$ cat src/rtl/bcr_pkg.sv
package bcr_pkg;
  localparam int unsigned DW = 8;
  localparam int unsigned AW = 2;
  localparam int unsigned CTL_W = 3;

  localparam logic [AW-1:0] A_CTL  = 2'd0;
  localparam logic [AW-1:0] A_DISP = 2'd1;
  localparam logic [AW-1:0] A_XLAT = 2'd2;

  localparam logic [DW-1:0] BOARD_ID = 8'h28;

  // control bit positions
  localparam int unsigned B_EXP_DIS = 0;
  localparam int unsigned B_VPP_N   = 1;
  localparam int unsigned B_DMA_RD  = 2;

  localparam logic [CTL_W-1:0] CTL_RST = 3'b011;
endpackage

$ cat src/rtl/bcr_mask_reg.sv
module bcr_mask_reg #(
  parameter int unsigned W = 3,
  parameter logic [W-1:0] RST_VAL = '0
) (
  input  logic         clk_i,
  input  logic         rst_ni,
  input  logic         we_i,
  input  logic [W-1:0] d_i,
  input  logic [W-1:0] m_i,
  output logic [W-1:0] q_o
);
  for (genvar n = 0; n < W; n++) begin : g_bit
    always_ff @(posedge clk_i or negedge rst_ni) begin
      if (!rst_ni)                q_o[n] <= RST_VAL[n];
      else if (we_i && !m_i[n])   q_o[n] <= d_i[n];
    end
  end
endmodule

$ cat src/rtl/bcr_disp_id.sv
module bcr_disp_id #(
  parameter int unsigned DW = 8,
  parameter logic [DW-1:0] ID_VAL = 8'h28
) (
  input  logic          clk_i,
  input  logic          rst_ni,
  input  logic          we_i,
  input  logic          re_i,
  input  logic [DW-1:0] d_i,
  output logic [DW-1:0] rd_val_o,
  output logic [DW-1:0] seg_o,
  output logic          id_phase_o
);
  logic [DW-1:0] seg_q;
  logic          id_q;

  always_ff @(posedge clk_i or negedge rst_ni) begin
    if (!rst_ni) begin
      seg_q <= '0;
      id_q  <= 1'b1;
    end else begin
      if (we_i) seg_q <= d_i;
      if (re_i) id_q  <= 1'b0;
    end
  end

  assign rd_val_o   = id_q ? ID_VAL : seg_q;
  assign seg_o      = id_q ? '0 : seg_q;
  assign id_phase_o = id_q;
endmodule

$ cat src/rtl/bcr_byte_reg.sv
module bcr_byte_reg #(
  parameter int unsigned DW = 8
) (
  input  logic          clk_i,
  input  logic          rst_ni,
  input  logic          we_i,
  input  logic [DW-1:0] d_i,
  output logic [DW-1:0] q_o
);
  always_ff @(posedge clk_i or negedge rst_ni) begin
    if (!rst_ni)   q_o <= '0;
    else if (we_i) q_o <= d_i;
  end
endmodule

$ cat src/rtl/board_ctl_reg.sv
module board_ctl_reg
  import bcr_pkg::*;
(
  input  logic          clk_i,
  input  logic          rst_ni,
  input  logic [AW-1:0] addr_i,
  input  logic [DW-1:0] wdata_i,
  input  logic          wr_i,
  input  logic          rd_i,
  output logic [DW-1:0] rdata_o,
  output logic [DW-1:0] seg_o,
  output logic          vpp_n_o,
  output logic          dma_rd_o,
  output logic          xlat_en_o,
  output logic [DW-1:0] xlat_addr_o
);
  localparam int unsigned MSK_LO = DW / 2;

  logic [CTL_W-1:0] ctl_q;
  logic [DW-1:0]    disp_rd;
  logic [DW-1:0]    rd_mux;
  logic             id_phase;

  bcr_mask_reg #(.W(CTL_W), .RST_VAL(CTL_RST)) u_ctl (
    .clk_i  (clk_i),
    .rst_ni (rst_ni),
    .we_i   (wr_i && addr_i == A_CTL),
    .d_i    (wdata_i[CTL_W-1:0]),
    .m_i    (wdata_i[MSK_LO +: CTL_W]),
    .q_o    (ctl_q)
  );

  bcr_disp_id #(.DW(DW), .ID_VAL(BOARD_ID)) u_disp (
    .clk_i      (clk_i),
    .rst_ni     (rst_ni),
    .we_i       (wr_i && addr_i == A_DISP),
    .re_i       (rd_i && addr_i == A_DISP),
    .d_i        (wdata_i),
    .rd_val_o   (disp_rd),
    .seg_o      (seg_o),
    .id_phase_o (id_phase)
  );

  bcr_byte_reg #(.DW(DW)) u_xlat (
    .clk_i  (clk_i),
    .rst_ni (rst_ni),
    .we_i   (wr_i && addr_i == A_XLAT),
    .d_i    (wdata_i),
    .q_o    (xlat_addr_o)
  );

  always_comb begin
    rd_mux = '0;
    unique case (addr_i)
      A_CTL:   rd_mux[CTL_W-1:0] = ctl_q;
      A_DISP:  rd_mux = disp_rd;
      A_XLAT:  rd_mux = xlat_addr_o;
      default: rd_mux = '0;
    endcase
  end

  always_ff @(posedge clk_i or negedge rst_ni) begin
    if (!rst_ni)   rdata_o <= '0;
    else if (rd_i) rdata_o <= rd_mux;
  end

  assign xlat_en_o = ~ctl_q[B_EXP_DIS];
  assign vpp_n_o   = ctl_q[B_VPP_N];
  assign dma_rd_o  = ctl_q[B_DMA_RD];
endmodule

$ cat config.mk
export PLATFORM = sky130hd
export DESIGN_NAME = board_ctl_reg
export DESIGN_NICKNAME = d
export VERILOG_FILES = /design/src/rtl/bcr_pkg.sv /design/src/rtl/bcr_mask_reg.sv /design/src/rtl/bcr_disp_id.sv /design/src/rtl/bcr_byte_reg.sv /design/src/rtl/board_ctl_reg.sv
export SDC_FILE = /design/constraint.sdc
export NUM_CORES = 1
export LEC_CHECK = 0
export ABC_AREA = 1
export BUFFER_PORTS_ARGS = -buffer_cell sky130_fd_sc_hd__buf_2
export CORE_MARGIN = 2
export CORE_UTILIZATION = 46
export CTS_CLUSTER_DIAMETER = 100
export DETAILED_ROUTE_END_ITERATION = 10
export GPL_ROUTABILITY_DRIVEN = 0
export PLACE_DENSITY = 0.8
export RECOVER_POWER = 25
export SYNTH_ARGS = -nofsm -noshare
export SYNTH_HDL_FRONTEND = slang
export SYNTH_SLANG_ARGS = --single-unit
$ cat constraint.sdc
create_clock -name clk_i -period 0.9 [get_ports clk_i]
set_input_delay 0.09 -clock clk_i [delete_from_list [all_inputs] [get_ports clk_i]]
set_output_delay 0.09 -clock clk_i [all_outputs]
set_load 0.005 [all_outputs]
Word-level counts from Yosys, hierarchy flattened
Cells that the tools add are included.
{ "op_classes": {"n_eq_ne": 2, "muxes": 4, "n_bitwise": 1, "n_reduce_logical": 11} }
{ "ops": {"columns": ["cell", "count"], "rows": [
  ["$mux 8", 2],
  ["$pmux 5 s2", 1],
  ["$pmux 3 s3", 1],
  ["$logic_and 1x1->1", 7],
  ["$logic_not 1->1", 3],
  ["$eq 2x1->1 const B", 1],
  ["$eq 2x2->1 const B", 1],
  ["$logic_not 2->1", 1],
  ["$not 1->1", 1]
]} }
{ "word_totals": {"register_bits": 28, "input_bits": 14} }

Longest topological paths before layout
Gate-level depths: netlist of run 1.
{ "depth": {"word_depth": 3, "ltp_mapped": 9, "depth_no_buf": 8} }

Modules after synthesis
From an unflattened synthesis of run 1, not the netlist that was laid out.
{ "unflattened": {"cells_unflattened": 194, "hier_area_um2": 1443.9} }
{ "modules_own_cells": {"columns": ["module", "instances", "cells_per_inst", "area_each_um2", "seq_area_each_um2"], "rows": [
  ["board_ctl_reg", 1, 80, 531.8, 200.2],
  ["bcr_disp_id", 1, 62, 469.2, 226.5],
  ["bcr_byte_reg", 1, 34, 305.3, 200.2],
  ["bcr_mask_reg", 1, 18, 137.6, 77.6]
]} }

Worst setup path before layout of run 1
No wires, ideal clock.
{ "synth_timing": {"path_kind": "register to register", "startpoint": "register u_disp.id_q (netlist: u_disp.id_phase_o)", "endpoint": "register rdata_o[3]", "setup_ns": 0.065, "arrival_time_ns": 0.894, "slack_ns": -0.059, "stages_incl_launch_ff": 6, "synth_period_minus_slack_ns": 0.959, "path_cell_list": "dfstp_2 -> buf_2 -> o21ai_0 -> nand2_1 -> nand2_1 -> nand2_1"} }
{ "synth_via": {"elab_chain_len": 2} }
{ "synth_rtl": {"columns": ["element", "line", "text"], "rows": [
  ["start: declaration", "bcr_disp_id.sv:15", "logic id_q;"],
  ["start signal: assignment", "bcr_disp_id.sv:20", "id_q <= 1'b1;"],
  ["start signal: assignment", "bcr_disp_id.sv:23", "if (re_i) id_q <= 1'b0;"],
  ["$mux 8", "bcr_disp_id.sv:27", "assign rd_val_o = id_q ? ID_VAL : seg_q;"],
  ["$pmux 5 s2", "board_ctl_reg.sv:54", "unique case (addr_i)"],
  ["end signal: assignment", "board_ctl_reg.sv:64", "else if (rd_i) rdata_o <= rd_mux;"],
  ["end: declaration", "board_ctl_reg.sv:10", "output logic [DW-1:0] rdata_o,"]
]} }
Every way passes these cells.
A chain may end at the register's enable or synchronous reset.

Worst setup path after layout of run 1
{ "layout_timing": {"startpoint": "register u_disp.id_q (netlist: u_disp.id_phase_o)", "endpoint": "output seg_o[4]"} }
{ "layout_via": {"elab_chain_len": 1} }
{ "layout_rtl": {"columns": ["element", "line", "text"], "rows": [
  ["$mux 8", "bcr_disp_id.sv:28", "assign seg_o = id_q ? '0 : seg_q;"],
  ["end: declaration", "board_ctl_reg.sv:11", "output logic [DW-1:0] seg_o,"]
]} }
Every way passes these cells.

==> results of run 1 <==
[metal layers]
layer  GRT usage [%]  vias to the layer above  share of wire [%]
li1                -                      665                  -
met1            27.5                      585                 45
met2            34.5                       39                 49
met3            4.80                        2                5.3
met4            4.55                        0               0.55
met5               0                        -                  0
[placed cells by master, fill, tap and decap left out, drive strengths merged]
master	instances
a21oi	1
buf	70
bufinv	1
clkbuf	3
dfrtp	25
dfstp	3
dlygate4sd3	2
ha	5
inv	25
nand2	68
nand3	9
nor2	9
o21ai	21
[per-stage QoR]
| step | cell area [um^2] | TNS [ps] |
|---|---|---|
| after CTS | 1950 | -5990 |
| after global placement | 1760 | -2670 |
| final | 1950 | -5540 |
| after global routing | 1950 | -7440 |
| after detailed placement | 1760 | -3240 |
| after floorplan | 1420 | -61.4 |
[kinds of logic after synthesis]
family                   after synthesis  synth area share (%)
AND/OR/NAND/NOR                       86                  24.4
buffers and inverters                 29                  9.14
flip-flops                            28                  50.0
AO/OA/AOI/OAI                         22                  12.1
adder cells (fa/ha/maj)                5                  4.44
[worst min-delay path: cells and delay by family]
family,cells,cell delay (ps)
buffers and inverters,2,130
AO/OA/AOI/OAI,1,120
[layout make-up]
class | instances | share of cell area (%)
inverter | 25 | 4.80
multi-input combinational | 113 | 30.0
tap | 33 | 2.11
clock buffer | 3 | 1.15
timing repair buffer | 72 | 24.3
sequential | 28 | 36.0
clock inverter | 1 | 1.54
[power groups by stage]
stage / Clock (mW) / Combinational [mW] / Sequential (mW)
finish: 0.827 / 0.921 / 1.57
global route: 0.895 / 1.04 / 1.59
CTS: 0.845 / 0.903 / 1.56
detailed placement: 0 / 0.721 / 1.61
global placement: 0 / 0.704 / 1.61
floorplan: 0 / 0.373 / 1.59
[flip-flops by register name (all words and copies together) (netlist names)]
register,cells
rdata_o,8
u_ctl.q_o,3
u_disp.id_phase_o,1
u_disp.seg_q,8
u_xlat.q_o,8
[worst max path at each step]
stage,startpoint,endpoint,slack [ps],cells past startpoint
global placement,u_disp.id_phase_o$_DFFE_PN1P_,rdata_o[2]$_DFFE_PN0P_,-120,5
floorplan,u_disp.id_phase_o$_DFFE_PN1P_,rdata_o[0]$_DFFE_PN0P_,-10,5
finish,u_disp.id_phase_o$_DFFE_PN1P_,seg_o[4],-380,3
global route,u_disp.id_phase_o$_DFFE_PN1P_,seg_o[4],-430,3
detailed placement,addr_i[0],u_xlat.q_o[4]$_DFFE_PN0P_,-150,6
CTS,u_disp.id_phase_o$_DFFE_PN1P_,seg_o[4],-390,3
[timing repair]
| item | in CTS | in global routing |
|---|---|---|
| pin swaps | 4 | 0 |
| gates resized for setup | 4 | 2 |
| setup buffers | 13 | 2 |
| endpoints found under the hold margin | 29 | 0 |
| endpoints found under the setup margin | 36 | 36 |
| hold buffers | 2 | 0 |
==> flow_summary.toml, run 1 <==
[logic_synthesis]
yosysMostFrequentCell = "nand2_1"
synthFlopType = "dfrtp_1"
netlist_top_cells_area = "dfrtp_1 44%, nand2_1 17%, o21ai_2 9.9%"
synthTopCellsByCount = "64 x nand2_1, 25 x dfrtp_1, 24 x inv_1"
avgSynthCellArea_um2 = 8.29
yosysWarnings = 0
syn_area_um2 = 1410
synth_nets = 189
synth-seq-cells = 28
yosys.area.top_type_share_pct = 44.4
synth_edf_count = 0
synth_top_area_cell = "dfrtp_1"
synth_cells = 170
ys_seq_area_share_pct = 50.0
yosys.cell_types.count = 15
ys_async_sr_fraction_pct = 100

[floorplan]
ioPinCount = 41
dieWidth_um = 59.4
dieArea_um2 = 3520
rows = 20
die_h_um = 59.4
start_util_pct = 47.4
design.core.area_um2 = 2980

[hold_path]
whs_endpoint = "u_disp.seg_q[5]$_DFFE_PN0P_"
hp-start = "wdata_i[5]"
hp-class = "in -> reg"
hold_depth = 3

[run_status]
status = "complete, but fails checks"
violations = "setup timing"

[final_layout]
regArea_um2 = 704
layout.cells.non_filler = 275
layout-area-overhead-vs-synth_pct = 38.6
drive_gt1_share_pct = 41.7
multi_input_area_um2 = 587
fill_cells = 244
layout.nets = 262
utilization_pct = 65.6
diodes = 0

[placed_design]
io_buffers = 40
dp_hpwl_mm = 2.22
pre_cts_slack_ps = -152
dp.cells = 254

[clock_network]
numCtsBuffers = 3
cts.reportedPaths.clkPinSlew_ps = 150
clockBufferDepth = 2
htreeDepth = 1
clock_latency_ps = 330
cts_tree = "done"
clkSinkCount = 28
cts-root-buf = "clkbuf_4"

[power]
p_sw_share_pct = 28.3
p_switching_uw = 938
power.internal_mw = 2.38
p_per_area_nw_per_um2 = 1700
seq_power_share_pct = 47.3
finalPower_mw = 3.32
vdd_drop_max_v = 0.00116
total_leakage_power_nw = 1.16
clkPwrFrac_pct = 24.9
pwr-share-comb_pct = 27.7

[critical_path]
crit_path_end_kind = "primary output"
critPathBufInv = 2
r2r-end = "rdata_o[2]$_DFFE_PN0P_"
crit_chain = "buf_6, nor2_2, buf_2"
reg2reg_slack_ps = -150
critPathSlowestCell = "dfstp_2"
arrival_ps = 1190
crit_family = "flip-flops"
timing.rr.start = "u_disp.id_phase_o$_DFFE_PN1P_"
critical_path.max_stage_delay_ps = 580
r2r_cells = 5
cp.required_ps = 810
crit_fanout = 7
start_kind = "register"
crit_type = "reg -> out"

[timing]
period_needed_ps = 1280
rsz0062_at_grt = "true"
fmax_mhz = 779
worst_slack_ps = -383
drv_slew = 0
fin_hold_ws_ps = 39.8
worst_pin_slew_ps = 621
min_period_over_period_pct = 143
finalHoldViolations = 0
clock_skew_ps = 5.35
finalSetupViolCount = 36
slew_headroom_pct = 58.6

[grt]
grt_overflow = 0
grt_pass1_wl_mm = 5.44
antenna_found_initial = 0
grt.total_usage_pct = 20.7
grt_pass1_vias = 1167
grt_max_degree = 29

[drt]
vias_per_cell = 4.69
num_vias = 1291
route.detailed.drc = 0
drt_iter0_markers = 51
drtPass1Iterations = 6
ant_nets = 0
wl_per_cell_um = 11.9
wirelength_mm = 3.28

[flow_run]
maxCapViolations = 0
Note: power is estimated with default switching activity, not from simulation.
==> inputs of run 2 (changes only) <==
- ABC_AREA: 1 -> unset
- CORE_UTILIZATION: 46 -> 30
- PLACE_DENSITY: 0.8 -> 0.59
==> flow_summary.toml, run 2 <==
[logic_synthesis]
avgSynthCellArea_um2 = 12.5
synth_edf_count = 0
synthTopCellsByCount = "25 x dfrtp_1, 19 x mux2_2, 11 x inv_1"
synth_cells = 102
synth_nets = 121
synthFlopType = "dfrtp_1"
yosys.area.top_type_share_pct = 49.0
synth_top_area_cell = "dfrtp_1"
syn_area_um2 = 1280
synth-seq-cells = 28
netlist_top_cells_area = "dfrtp_1 49%, mux2_2 17%, dfstp_2 6.2%"
ys_async_sr_fraction_pct = 100
ys_seq_area_share_pct = 55.2
yosysMostFrequentCell = "dfrtp_1"
yosys.cell_types.count = 19
yosysWarnings = 0

[final_layout]
mostFrequentLayoutCells = "36 x buf_2, 25 x dfrtp_1, 13 x buf_6, 11 x mux2_2"
layout.nets = 182
diodes = 0
drive_gt1_share_pct = 61.7
layout_commonest_cell = "buf_2"
reg_top3 = "rdata_o (8), u_disp.seg_q (8), u_xlat.q_o (8)"
layout-area-overhead-vs-synth_pct = 48.1
layout.cells.non_filler = 212

[power]
vdd_drop_max_v = 0.000917
power.internal_mw = 2.48
seq_power_share_pct = 48.2
p_sw_share_pct = 26.6
clkPwrFrac_pct = 22.7
p_per_area_nw_per_um2 = 1780
total_leakage_power_nw = 0.920
pwr-share-comb_pct = 29.1
p_switching_uw = 898

[clock_network]
clock_latency_ps = 270
clkSinkCount = 28
clockBufferDepth = 2
cts_tree = "done"
htreeDepth = 1
numCtsBuffers = 3
cts-root-buf = "clkbuf_8"
cts.reportedPaths.clkPinSlew_ps = 90

[grt]
grt.total_usage_pct = 14.3
grt_pass1_wl_mm = 5.46
antenna_found_initial = 0
grt_overflow = 0
grt_max_degree = 29
grt_pass1_vias = 1107

[floorplan]
ioPinCount = 41
dieArea_um2 = 4790
start_util_pct = 31.5
rows = 23
dieWidth_um = 69.2
die_h_um = 69.2
design.core.area_um2 = 4060

[drt]
drt_iter0_markers = 57
wl_per_cell_um = 15.2
ant_nets = 0
vias_per_cell = 4.84
wirelength_mm = 3.22
drtPass1Iterations = 4
route.detailed.drc = 0
num_vias = 1027

[run_status]
violations = "setup timing"
status = "complete, but fails checks"

[critical_path]
crit_type = "reg -> out"
start_kind = "register"
crit_chain = "buf_6, buf_6, nor2b_1, buf_2"
crit_path_end_kind = "primary output"
reg2reg_slack_ps = -320
arrival_ps = 1220
crit_fanout = 4
critPathSlowestCell = "dfstp_2"
critical_path.max_stage_delay_ps = 570
critPathBufInv = 3
cp.required_ps = 810
crit_family = "flip-flops"
cp_common_cell = "buf_6"

[timing]
clock_skew_ps = 1.26
finalSetupViolCount = 26
min_period_over_period_pct = 145
fmax_mhz = 766
period_needed_ps = 1310
finalHoldViolations = 0
drv_slew = 0
fin_hold_ws_ps = 67.6
slew_headroom_pct = 74.7
worst_pin_slew_ps = 380
rsz0062_at_grt = "true"
finalSetupTns_ps = -5460
worst_slack_ps = -406

[flow_run]
maxCapViolations = 0

[placed_design]
dp_hpwl_mm = 2.34
io_buffers = 40
dp.cells = 200

[hold_path]
hp-class = "in -> reg"
run 2: area by class of cell:
cell class / instances / area (um^2)
clock buffers: 4 / 55.1
flip-flops and latches: 28 / 704
fillers: 383 / 2170
inverters: 11 / 46.3
well taps: 50 / 62.6
repair buffers: 59 / 404
multi-input cells: 60 / 618
run 2: power by group through the flow:
stage / Combinational [mW] / Sequential [mW] / Clock, mW
after floorplan: 0.395 / 1.63 / 0
final: 0.983 / 1.63 / 0.766
after detailed placement: 0.814 / 1.65 / 0
after global placement: 0.789 / 1.64 / 0
after CTS: 0.939 / 1.62 / 0.775
after global routing: 1.08 / 1.65 / 0.806
run 2: path summary, 6_finish.rpt:
path	cells after the start	to	from
worst max-delay path	4	seg_o[5]	u_disp.id_phase_o$_DFFE_PN1P_
worst min-delay path	2	u_xlat.q_o[7]$_DFFE_PN0P_	wdata_i[7]
worst max register to register	4	rdata_o[0]$_DFFE_PN0P_	u_disp.id_phase_o$_DFFE_PN1P_
worst min register to register	1	u_disp.seg_q[6]$_DFFE_PN0P_	u_disp.seg_q[6]$_DFFE_PN0P_
max in group asynchronous	3	u_disp.id_phase_o$_DFFE_PN1P_	rst_ni
min in group asynchronous	3	u_xlat.q_o[1]$_DFFE_PN0P_	rst_ni
run 2: logic make-up after synthesis:
group | share of synthesized area, %
flip-flops | 55.2
multiplexers | 16.8
adder cells (fa/ha/maj) | 4.90
AND/OR/NAND/NOR | 7.94
AO/OA/AOI/OAI | 10.6
buffers and inverters | 4.61
run 2: metrics by stage:
step,worst slack [ps],util [%],total power [mW],cell area [um^2]
2_1_floorplan,-163,-,2.03,1350
3_3_place_gp,-272,41.5,2.43,1680
3_5_place_dp,-291,41.5,2.46,1680
5_1_grt,-442,46.6,3.53,1890
6_report,-406,46.6,3.37,1890
4_1_cts,-393,45.3,3.33,1840
run 2: timing repair:
item | 4_1_cts | 5_1_grt
hold buffers | 1 | 0
hold endpoints to repair | 28 | 0
cloned | 0 | 0
endpoints found under the setup margin | 29 | 38
setup buffers | 5 | 2
resized for setup | 13 | 12
pin swaps | 2 | 3
run 2: metal layers:
layer	wire length, um	track usage [%]	part of all wire (%)
met3	151	2.62	4.7
met1	1410	18.0	44
met4	11	3.27	0.34
met2	1650	25.4	51
met5	0	0	0
